File: src/rtl/intc32_pkg.sv
package intc32_pkg;

  // number of set/clear/read control words
  localparam int NCTL = 7;

  // control word indices (read at 4k, set at 4k+1, clear at 4k+2)
  localparam int W_CODE0 = 0;
  localparam int W_CODE1 = 1;
  localparam int W_CODE2 = 2;
  localparam int W_ENA   = 3;
  localparam int W_WAKE  = 4;
  localparam int W_ROUTE = 5;
  localparam int W_SRC   = 6;

  // other addresses
  localparam int A_RISE_RD  = 28;
  localparam int A_RISE_CLR = 29;
  localparam int A_FALL_RD  = 30;
  localparam int A_FALL_CLR = 31;
  localparam int A_PEND0    = 32;
  localparam int A_PEND1    = 33;
  localparam int A_TEST     = 34;

  // trigger codes {plane2, plane1, plane0}
  localparam logic [2:0] TRG_OFF  = 3'b000;
  localparam logic [2:0] TRG_RISE = 3'b001;
  localparam logic [2:0] TRG_FALL = 3'b010;
  localparam logic [2:0] TRG_BOTH = 3'b011;
  localparam logic [2:0] TRG_HIGH = 3'b101;
  localparam logic [2:0] TRG_LOW  = 3'b110;

  // safe-state value of a control word: route and source reset to ones
  function automatic bit ctl_resets_high(input int k);
    return (k == W_ROUTE) || (k == W_SRC);
  endfunction

endpackage

File: src/rtl/intc32_edge_front.sv
module intc32_edge_front #(
  parameter int NSRC        = 32,
  parameter int SYNC_STAGES = 2
) (
  input  logic            clk,
  input  logic            rst_n,
  input  logic [NSRC-1:0] lines,
  output logic [NSRC-1:0] level,
  output logic [NSRC-1:0] rise_ev,
  output logic [NSRC-1:0] fall_ev
);

  logic [SYNC_STAGES-1:0][NSRC-1:0] stage_q;
  logic [NSRC-1:0]                  prev_q;

  always_ff @(posedge clk) begin
    if (!rst_n) begin
      stage_q <= '0;
      prev_q  <= '0;
    end else begin
      stage_q <= {stage_q[SYNC_STAGES-2:0], lines};
      prev_q  <= stage_q[SYNC_STAGES-1];
    end
  end

  assign level   = stage_q[SYNC_STAGES-1];
  assign rise_ev = level & ~prev_q;
  assign fall_ev = ~level & prev_q;

endmodule

File: src/rtl/intc32_ctl_regs.sv
module intc32_ctl_regs
  import intc32_pkg::*;
#(
  parameter int NSRC   = 32,
  parameter int ADDR_W = 6
) (
  input  logic                        clk,
  input  logic                        rst_n,
  input  logic                        wr_en,
  input  logic [ADDR_W-1:0]           wr_addr,
  input  logic [NSRC-1:0]             wr_data,
  output logic [NCTL-1:0][NSRC-1:0]   words
);

  for (genvar k = 0; k < NCTL; k++) begin : g_word
    localparam bit          HIGH_RST = ctl_resets_high(k);
    localparam logic [NSRC-1:0] RST_VAL = HIGH_RST ? {NSRC{1'b1}} : {NSRC{1'b0}};
    logic [NSRC-1:0] q;
    logic            hit_set;
    logic            hit_clr;

    assign hit_set = wr_en && (wr_addr == ADDR_W'(4 * k + 1));
    assign hit_clr = wr_en && (wr_addr == ADDR_W'(4 * k + 2));

    always_ff @(posedge clk) begin
      if (!rst_n)       q <= RST_VAL;
      else if (hit_set) q <= q | wr_data;
      else if (hit_clr) q <= q & ~wr_data;
    end

    assign words[k] = q;
  end

endmodule

File: src/rtl/intc32_trig_eval.sv
module intc32_trig_eval
  import intc32_pkg::*;
#(
  parameter int NSRC = 32
) (
  input  logic            clk,
  input  logic            rst_n,
  input  logic [NSRC-1:0] code0,
  input  logic [NSRC-1:0] code1,
  input  logic [NSRC-1:0] code2,
  input  logic [NSRC-1:0] enable,
  input  logic [NSRC-1:0] route,
  input  logic [NSRC-1:0] level,
  input  logic [NSRC-1:0] rise_ev,
  input  logic [NSRC-1:0] fall_ev,
  input  logic [NSRC-1:0] rise_clr,
  input  logic [NSRC-1:0] fall_clr,
  output logic [NSRC-1:0] rise_lat,
  output logic [NSRC-1:0] fall_lat,
  output logic [NSRC-1:0] active,
  output logic [NSRC-1:0] pend0,
  output logic [NSRC-1:0] pend1
);

  logic [NSRC-1:0] rise_en, fall_en, hi_en, lo_en;

  // per-source decode of the 3-bit trigger code
  for (genvar i = 0; i < NSRC; i++) begin : g_dec
    logic [2:0] code;
    logic [3:0] en;   // {lo, hi, fall, rise}

    assign code = {code2[i], code1[i], code0[i]};

    always_comb begin
      en = 4'b0000;
      case (code)
        TRG_RISE: en = 4'b0001;
        TRG_FALL: en = 4'b0010;
        TRG_BOTH: en = 4'b0011;
        TRG_HIGH: en = 4'b0100;
        TRG_LOW:  en = 4'b1000;
        default:  en = 4'b0000;
      endcase
    end

    assign rise_en[i] = en[0];
    assign fall_en[i] = en[1];
    assign hi_en[i]   = en[2];
    assign lo_en[i]   = en[3];
  end

  // sticky edge latches: a new event outranks a same-cycle clear
  always_ff @(posedge clk) begin
    if (!rst_n) begin
      rise_lat <= '0;
      fall_lat <= '0;
    end else begin
      rise_lat <= (rise_lat & ~rise_clr) | (rise_ev & rise_en);
      fall_lat <= (fall_lat & ~fall_clr) | (fall_ev & fall_en);
    end
  end

  assign active = (rise_lat & rise_en) | (fall_lat & fall_en)
                | (level & hi_en) | (~level & lo_en);

  assign pend0 = active & enable & route;
  assign pend1 = active & enable & ~route;

endmodule

File: src/rtl/intc32_top.sv
module intc32_top
  import intc32_pkg::*;
#(
  parameter int NSRC        = 32,
  parameter int ADDR_W      = 6,
  parameter int SYNC_STAGES = 2
) (
  input  logic              clk,
  input  logic              rst_n,
  input  logic [NSRC-1:0]   irq_in,
  input  logic              reg_we,
  input  logic [ADDR_W-1:0] reg_addr,
  input  logic [NSRC-1:0]   reg_wdata,
  output logic [NSRC-1:0]   reg_rdata,
  output logic              irq_req0,
  output logic              irq_req1,
  output logic              wake_out
);

  logic [NCTL-1:0][NSRC-1:0] ctl;
  logic [NSRC-1:0] level, rise_ev, fall_ev;
  logic [NSRC-1:0] rise_clr, fall_clr;
  logic [NSRC-1:0] rise_lat, fall_lat, active, pend0, pend1;
  logic [NSRC-1:0] code0_w, code1_w, code2_w, ena_w, wake_w, route_w;
  logic [NSRC-1:0] test_q;
  logic            req0_q, req1_q, wake_q;

  intc32_edge_front #(.NSRC(NSRC), .SYNC_STAGES(SYNC_STAGES)) u_front (
    .clk     (clk),
    .rst_n   (rst_n),
    .lines   (irq_in),
    .level   (level),
    .rise_ev (rise_ev),
    .fall_ev (fall_ev)
  );

  intc32_ctl_regs #(.NSRC(NSRC), .ADDR_W(ADDR_W)) u_regs (
    .clk     (clk),
    .rst_n   (rst_n),
    .wr_en   (reg_we),
    .wr_addr (reg_addr),
    .wr_data (reg_wdata),
    .words   (ctl)
  );

  assign code0_w = ctl[W_CODE0];
  assign code1_w = ctl[W_CODE1];
  assign code2_w = ctl[W_CODE2];
  assign ena_w   = ctl[W_ENA];
  assign wake_w  = ctl[W_WAKE];
  assign route_w = ctl[W_ROUTE];

  assign rise_clr = (reg_we && reg_addr == ADDR_W'(A_RISE_CLR)) ? reg_wdata : '0;
  assign fall_clr = (reg_we && reg_addr == ADDR_W'(A_FALL_CLR)) ? reg_wdata : '0;

  intc32_trig_eval #(.NSRC(NSRC)) u_eval (
    .clk      (clk),
    .rst_n    (rst_n),
    .code0    (code0_w),
    .code1    (code1_w),
    .code2    (code2_w),
    .enable   (ena_w),
    .route    (route_w),
    .level    (level),
    .rise_ev  (rise_ev),
    .fall_ev  (fall_ev),
    .rise_clr (rise_clr),
    .fall_clr (fall_clr),
    .rise_lat (rise_lat),
    .fall_lat (fall_lat),
    .active   (active),
    .pend0    (pend0),
    .pend1    (pend1)
  );

  // request, wake and test registers
  always_ff @(posedge clk) begin
    if (!rst_n) begin
      req0_q <= 1'b0;
      req1_q <= 1'b0;
      wake_q <= 1'b0;
      test_q <= '0;
    end else begin
      req0_q <= |pend0;
      req1_q <= |pend1;
      wake_q <= |(active & wake_w);
      if (reg_we && reg_addr == ADDR_W'(A_TEST)) test_q <= reg_wdata;
    end
  end

  assign irq_req0 = req0_q;
  assign irq_req1 = req1_q;
  assign wake_out = wake_q;

  // read mux
  always_comb begin
    reg_rdata = '0;
    for (int k = 0; k < NCTL; k++) begin
      if (reg_addr == ADDR_W'(4 * k)) reg_rdata = ctl[k];
    end
    if (reg_addr == ADDR_W'(A_RISE_RD)) reg_rdata = rise_lat;
    if (reg_addr == ADDR_W'(A_FALL_RD)) reg_rdata = fall_lat;
    if (reg_addr == ADDR_W'(A_PEND0))   reg_rdata = pend0;
    if (reg_addr == ADDR_W'(A_PEND1))   reg_rdata = pend1;
    if (reg_addr == ADDR_W'(A_TEST))    reg_rdata = test_q;
  end

endmodule

File: config.mk
export PLATFORM = sky130hd
export DESIGN_NAME = intc32_top
export DESIGN_NICKNAME = d
export VERILOG_FILES = /design/src/rtl/intc32_pkg.sv /design/src/rtl/intc32_edge_front.sv /design/src/rtl/intc32_ctl_regs.sv /design/src/rtl/intc32_trig_eval.sv /design/src/rtl/intc32_top.sv
export SDC_FILE = /design/constraint.sdc
export NUM_CORES = 1
export LEC_CHECK = 0
export BUFFER_PORTS_ARGS = -buffer_cell sky130_fd_sc_hd__clkbuf_2
export CAP_MARGIN = 20
export CORE_ASPECT_RATIO = 2
export CORE_MARGIN = 2
export CORE_UTILIZATION = 47
export DETAILED_ROUTE_END_ITERATION = 16
export PLACE_DENSITY = 0.61
export SYNTH_ARGS = -nofsm -noshare
export SYNTH_HDL_FRONTEND = slang
export SYNTH_SLANG_ARGS = --single-unit
export TNS_END_PERCENT = 30
File: constraint.sdc
create_clock -name clk -period 6.7 [get_ports clk]
set_input_delay 1.34 -clock clk [delete_from_list [all_inputs] [get_ports clk]]
set_output_delay 1.34 -clock clk [all_outputs]
set_load 0.01 [all_outputs]
# ---- After elaboration in Yosys (flattened, before gate mapping)
# Cells that the tools add are included.
dict set report classes {
  mux 60
  reduce_logical 28
  n_bitwise 39
  n_eq_ne 187
}
# cell count
set ops {}
lappend ops {{two-way mux 32 bit} 28}
lappend ops {{bitwise AND 32 bit} 21}
lappend ops {{one-hot mux 4 bit (5 select lines)} 32}
lappend ops {{OR 32 bit} 12}
lappend ops {{== test 3 x 2 -> 1 bit, second input constant} 64}
lappend ops {{== test 3 bit, second input constant} 64}
lappend ops {{inverter 32 bit} 6}
lappend ops {{== test 3 x 1 -> 1 bit, second input constant} 32}
lappend ops {{OR reduction 32 bit} 3}
lappend ops {{== test 6 x 5 -> 1 bit, second input constant} 13}
lappend ops {{== test 6 x 4 -> 1 bit, second input constant} 6}
lappend ops {{== test 6 x 3 -> 1 bit, second input constant} 3}
lappend ops {{== test 6 bit, second input constant} 3}
lappend ops {{logical AND 1 bit} 17}
lappend ops {{nonzero test 2 bit} 7}
lappend ops {{== test 6 x 1 -> 1 bit, second input constant} 1}
lappend ops {{== test 6 x 2 -> 1 bit, second input constant} 1}
lappend ops {{logical NOT 6 bit} 1}
dict set report totals {
  register_bits 419
  in_bits 73
  wordCells 330
  output_inout_bits 35
}

# ---- Logic depth before layout (Yosys ltp)
dict set report logic_depth {
  word_depth 13
  ltp_mapped 10
  depth_no_buf 6
}

# ---- Hierarchy
# From an unflattened synthesis, not the netlist that was laid out.
dict set report hier_totals {
  cells_unflattened 2366
  area_unflattened_um2 21683.3
}
# mod area_per_inst_um2 n_inst cells_each seq_area_each_um2
set by_module_without_submodules {}
lappend by_module_without_submodules {intc32_ctl_regs 8787.2 1 868 4484.3}
lappend by_module_without_submodules {intc32_top 5019.8 1 708 700.7}
lappend by_module_without_submodules {intc32_trig_eval 4631.9 1 492 1281.2}
lappend by_module_without_submodules {intc32_edge_front 3244.4 1 298 1921.8}

# ---- Least setup slack after synthesis
# Ideal clock, no wire load.
dict set report synth_timing {
  path_kind {in2out}
  start {input port reg_addr[0]}
  end {output port reg_rdata[2]}
  required_ns 5.360
  arrival_time_ns 3.214
  setup_slack_ns 2.146
  stages 9
  path_buffers 3
  path_cell_list {clkbuf_2 > or4b_4 > nor2_1 > buf_2 > buf_4 > a21oi_1 > a21oi_1 > a211oi_1 > o31ai_1}
}
dict set report synth_via {
  elab_chain_cells 13
  elab_cells_between_ends 24
  classes_between {eq/ne: 11; mux: 12; reduce/logical: 1}
}
# element line
set synth_lines {}
lappend synth_lines {{start, declared} intc32_top.sv:12} ;# input logic [ADDR_W-1:0] reg_addr,
lappend synth_lines {{logical NOT 6 bit} intc32_top.sv:99} ;# if (reg_addr == ADDR_W'(4 * k)) reg_rdata = ctl[k];
lappend synth_lines {{two-way mux 32 bit (7 in series)} intc32_top.sv:99}
lappend synth_lines {{two-way mux 32 bit} intc32_top.sv:101} ;# if (reg_addr == ADDR_W'(A_RISE_RD)) reg_rdata = rise_lat;
lappend synth_lines {{two-way mux 32 bit} intc32_top.sv:102} ;# if (reg_addr == ADDR_W'(A_FALL_RD)) reg_rdata = fall_lat;
lappend synth_lines {{two-way mux 32 bit} intc32_top.sv:103} ;# if (reg_addr == ADDR_W'(A_PEND0)) reg_rdata = pend0;
lappend synth_lines {{two-way mux 32 bit} intc32_top.sv:104} ;# if (reg_addr == ADDR_W'(A_PEND1)) reg_rdata = pend1;
lappend synth_lines {{two-way mux 32 bit *} intc32_top.sv:105} ;# if (reg_addr == ADDR_W'(A_TEST)) reg_rdata = test_q;
lappend synth_lines {{end, declared} intc32_top.sv:14} ;# output logic [NSRC-1:0] reg_rdata,
# Every way passes the cells marked *; elsewhere a longest branch is shown, timed or not.

# ---- Worst setup path in the final report
dict set report layout_timing {
  start {input port reg_addr[3]}
  end {output port reg_rdata[25]}
}
# The elaborated chain is that of the path after synthesis.

==> impl_metrics.ini <==
[status]
status = complete, no violations

[setup_path]
r2r_slack_ns = 3.86
crit_slowest_cell = nor4b_2
cp-startpoint = reg_addr[3]
crit_path_max_incr_delay_ns = 0.62
startpoint_type = input port
cp_max_fo = 21
crit_type = in2out
critPathCapture = reg_rdata[25]
critPathRequiredTime_ns = 5.36
crit_chain = clkbuf_2, nor4b_2, nand2_1, buf_4, or3_1, a31oi_1, clkbuf_2
crit_top_cell = clkbuf_2
rr_worst_depth = 6
worst_r2r_endpoint = irq_req0$_SDFF_PN0_
cp.arrival_ns = 4.19
worstSetupEndpointType = output pin

[synth]
synthCells = 2418
synth_nets = 2491
synth_top_area_share_pct = 42.7
synth_area_leader_cell = dfxtp_1
synth_top_family_by_area = simple AND/OR/NAND/NOR gates
yosys.area_share.simple_pct = 26.9
yosysSeqAreaShare_pct = 42.7
async_reset_ff_share_pct = 0
synth_edf_count = 0
synth_compound_area_share_pct = 23.5
ys_seq_elements = 419
synth_area_leaders = dfxtp_1, nand2_1, a22oi_1
synth.avg_cell_area_um2 = 8.12
netlist_area_um2 = 19600
synthXorXnorAreaFrac_pct = 0.401
synthAdderAreaFrac_pct = 0
synth_mux_area_share_pct = 1.92
yosysWarnings = 0
synth_cell_types = 63
synth_ff_type = dfxtp_1

[pwr]
cellLeakagePower_nw = 7.38
vdd_ir_drop_max_mv = 0.201
p_per_area_nw_per_um2 = 233

[cells_and_area]
final_cells = 2973
drive_gt1_share_pct = 11.8
fill_cells = 3966
multi_input_area_um2 = 10500
regArea_um2 = 8390
mostFrequentLayoutCell = nand2_1
utilization_pct = 52.6
finalNetCount = 2478
area_growth_pct = 11.3
layout_common_cells = nand2_1, dfxtp_1, nor2_1

[floorplanning]
die_w_um = 149
die_h_um = 293
io_pins = 108
start_util_pct = 47.3
placementRows = 106
core_area_um2 = 41500
dieArea_um2 = 43500

[placed_design]
gp_congestion = 1.04
dp.cells = 2902
dp_hpwl_um = 53100
portBuffers = 107

[worst_hold_path]
hold-path-cell-count = 1
worst_hold_path_type = reg2reg

[timing]
finalCritPeriodShare_pct = 82.6
setup_violations = 0
finalMaxSlewViolations = 0
finClkSkew_ns = 0.0304
rsz0062_at_grt = false
fmaxAchievable_mhz = 181
tightest_slew_ns = 1.19
slew_headroom_pct = 20.5
fin_crit_ns = 5.53
timing.setup.tns_ns = 0
hold_viol = 0

[cts]
clkSinkCount = 419
postCtsHoldBufs = 0
clk_latency_ns = 0.56
htree_levels = 2
cts_resized = 0
cts_tree = yes
cts_buffers = 40
clk_pin_slew_ns = 0.06
cts-root-buf = clkbuf_16
clockBufferDepth = 3
cts_setup_buffers = 0

[global_routing]
grt_overflow_total = 0
antenna_found_initial = 0
grt_max_degree = 173
grt_pass1_vias = 17800
grt_util_all_layers_pct = 34.9
grt_pass1_wl_um = 115000

[route]
vias = 19400
routed.top_layer = met4
firstDrtPassIters = 6
wl_per_cell_um = 26.1
drcViolationCount = 0
ant_nets = 0
wl_met1_um = 28500
wl_met3_um = 5840
vias_per_cell = 6.52
routed_wl_um = 77500
dr_wl_met2_um = 37100
drt_iter0_drc = 2470

[job]
maxCapViolCount = 0
==> cell families after synthesis <==
family,after synthesis
compound gates,637
xor+xnor,9
buf+inv,225
flops,419
mux,35
simple gates,1093
==> metrics by stage <==
stage	worst slack [ns]	hold WS, ns	total power [mW]	cell area, um2
floorplan	2.15	0.412	2.77	19600
global route	1.04	0.442	5.23	21800
global placement	1.27	0.413	2.87	20600
finish	1.17	0.426	5.09	21800
detailed placement	1.26	0.417	2.87	20600
CTS	1.23	0.427	5.11	21800
==> cells in the mapped netlist, drive strengths merged, types with 7 or more instances <==
| cell | instances |
|---|---|
| nand4 | 12 |
| nand3 | 79 |
| mux2i | 31 |
| and2 | 98 |
| a222oi | 17 |
| a22oi | 191 |
| a31oi | 44 |
| and3 | 10 |
| o22ai | 8 |
| xnor2 | 9 |
| clkbuf | 188 |
| nor4bb | 42 |
| buf | 32 |
| o311ai | 7 |
| o211ai | 16 |
| o21ai | 50 |
| dfxtp | 419 |
| nor2 | 284 |
| nand2 | 437 |
| nor3 | 14 |
| a221oi | 36 |
| nand3b | 49 |
| a221o | 71 |
| or3b | 28 |
| a21oi | 128 |
| o2bb2ai | 25 |
==> worst min-delay path by stage <==
stage,start,to,slack (ns)
floorplan,u_front.stage_q[0]$_SDFF_PN0_,u_front.level[0]$_SDFF_PN0_,0.41
global placement,u_front.stage_q[4]$_SDFF_PN0_,u_front.level[4]$_SDFF_PN0_,0.41
detailed placement,u_front.stage_q[8]$_SDFF_PN0_,u_front.level[8]$_SDFF_PN0_,0.42
CTS,u_front.stage_q[8]$_SDFF_PN0_,u_front.level[8]$_SDFF_PN0_,0.43
global route,u_front.stage_q[27]$_SDFF_PN0_,u_front.level[27]$_SDFF_PN0_,0.44
finish,u_front.stage_q[8]$_SDFF_PN0_,u_front.level[8]$_SDFF_PN0_,0.43
==> metal layers <==
| metal | track usage (%) | up-vias |
|---|---|---|
| met4 | 21.5 | 0 |
| li1 | - | 8734 |
| met1 | 41.8 | 9267 |
| met2 | 59.1 | 1069 |
| met5 | 0 | - |
| met3 | 4.39 | 312 |
==> layout make-up <==
type	count	share of cell area [%]
multi-input cells	1774	48.0
flip-flops and latches	419	38.4
clock buffers	56	5.09
repair buffers	165	4.68
well taps	540	3.09
clock inverters	13	0.653
inverters	5	0.120
diodes	1	0.0115
==> worst max-delay path, delay by kind of cell <==
family	cells	cell delay [ns]
AND/OR/NAND/NOR	3	1.56
AO/OA/AOI/OAI	1	0.32
buffers and inverters	3	0.95
==> report_power, final <==
part / switching, mW / total [mW] / leakage (nW) / internal [mW]
logic: 0.199 / 0.279 / 3.37 / 0.0795
registers: 0.0228 / 2.54 / 3.39 / 2.52
clock network: 0.994 / 2.27 / 0.619 / 1.27
total: 1.22 / 5.09 / 7.38 / 3.87
Note: power is estimated with default switching activity, not from simulation.
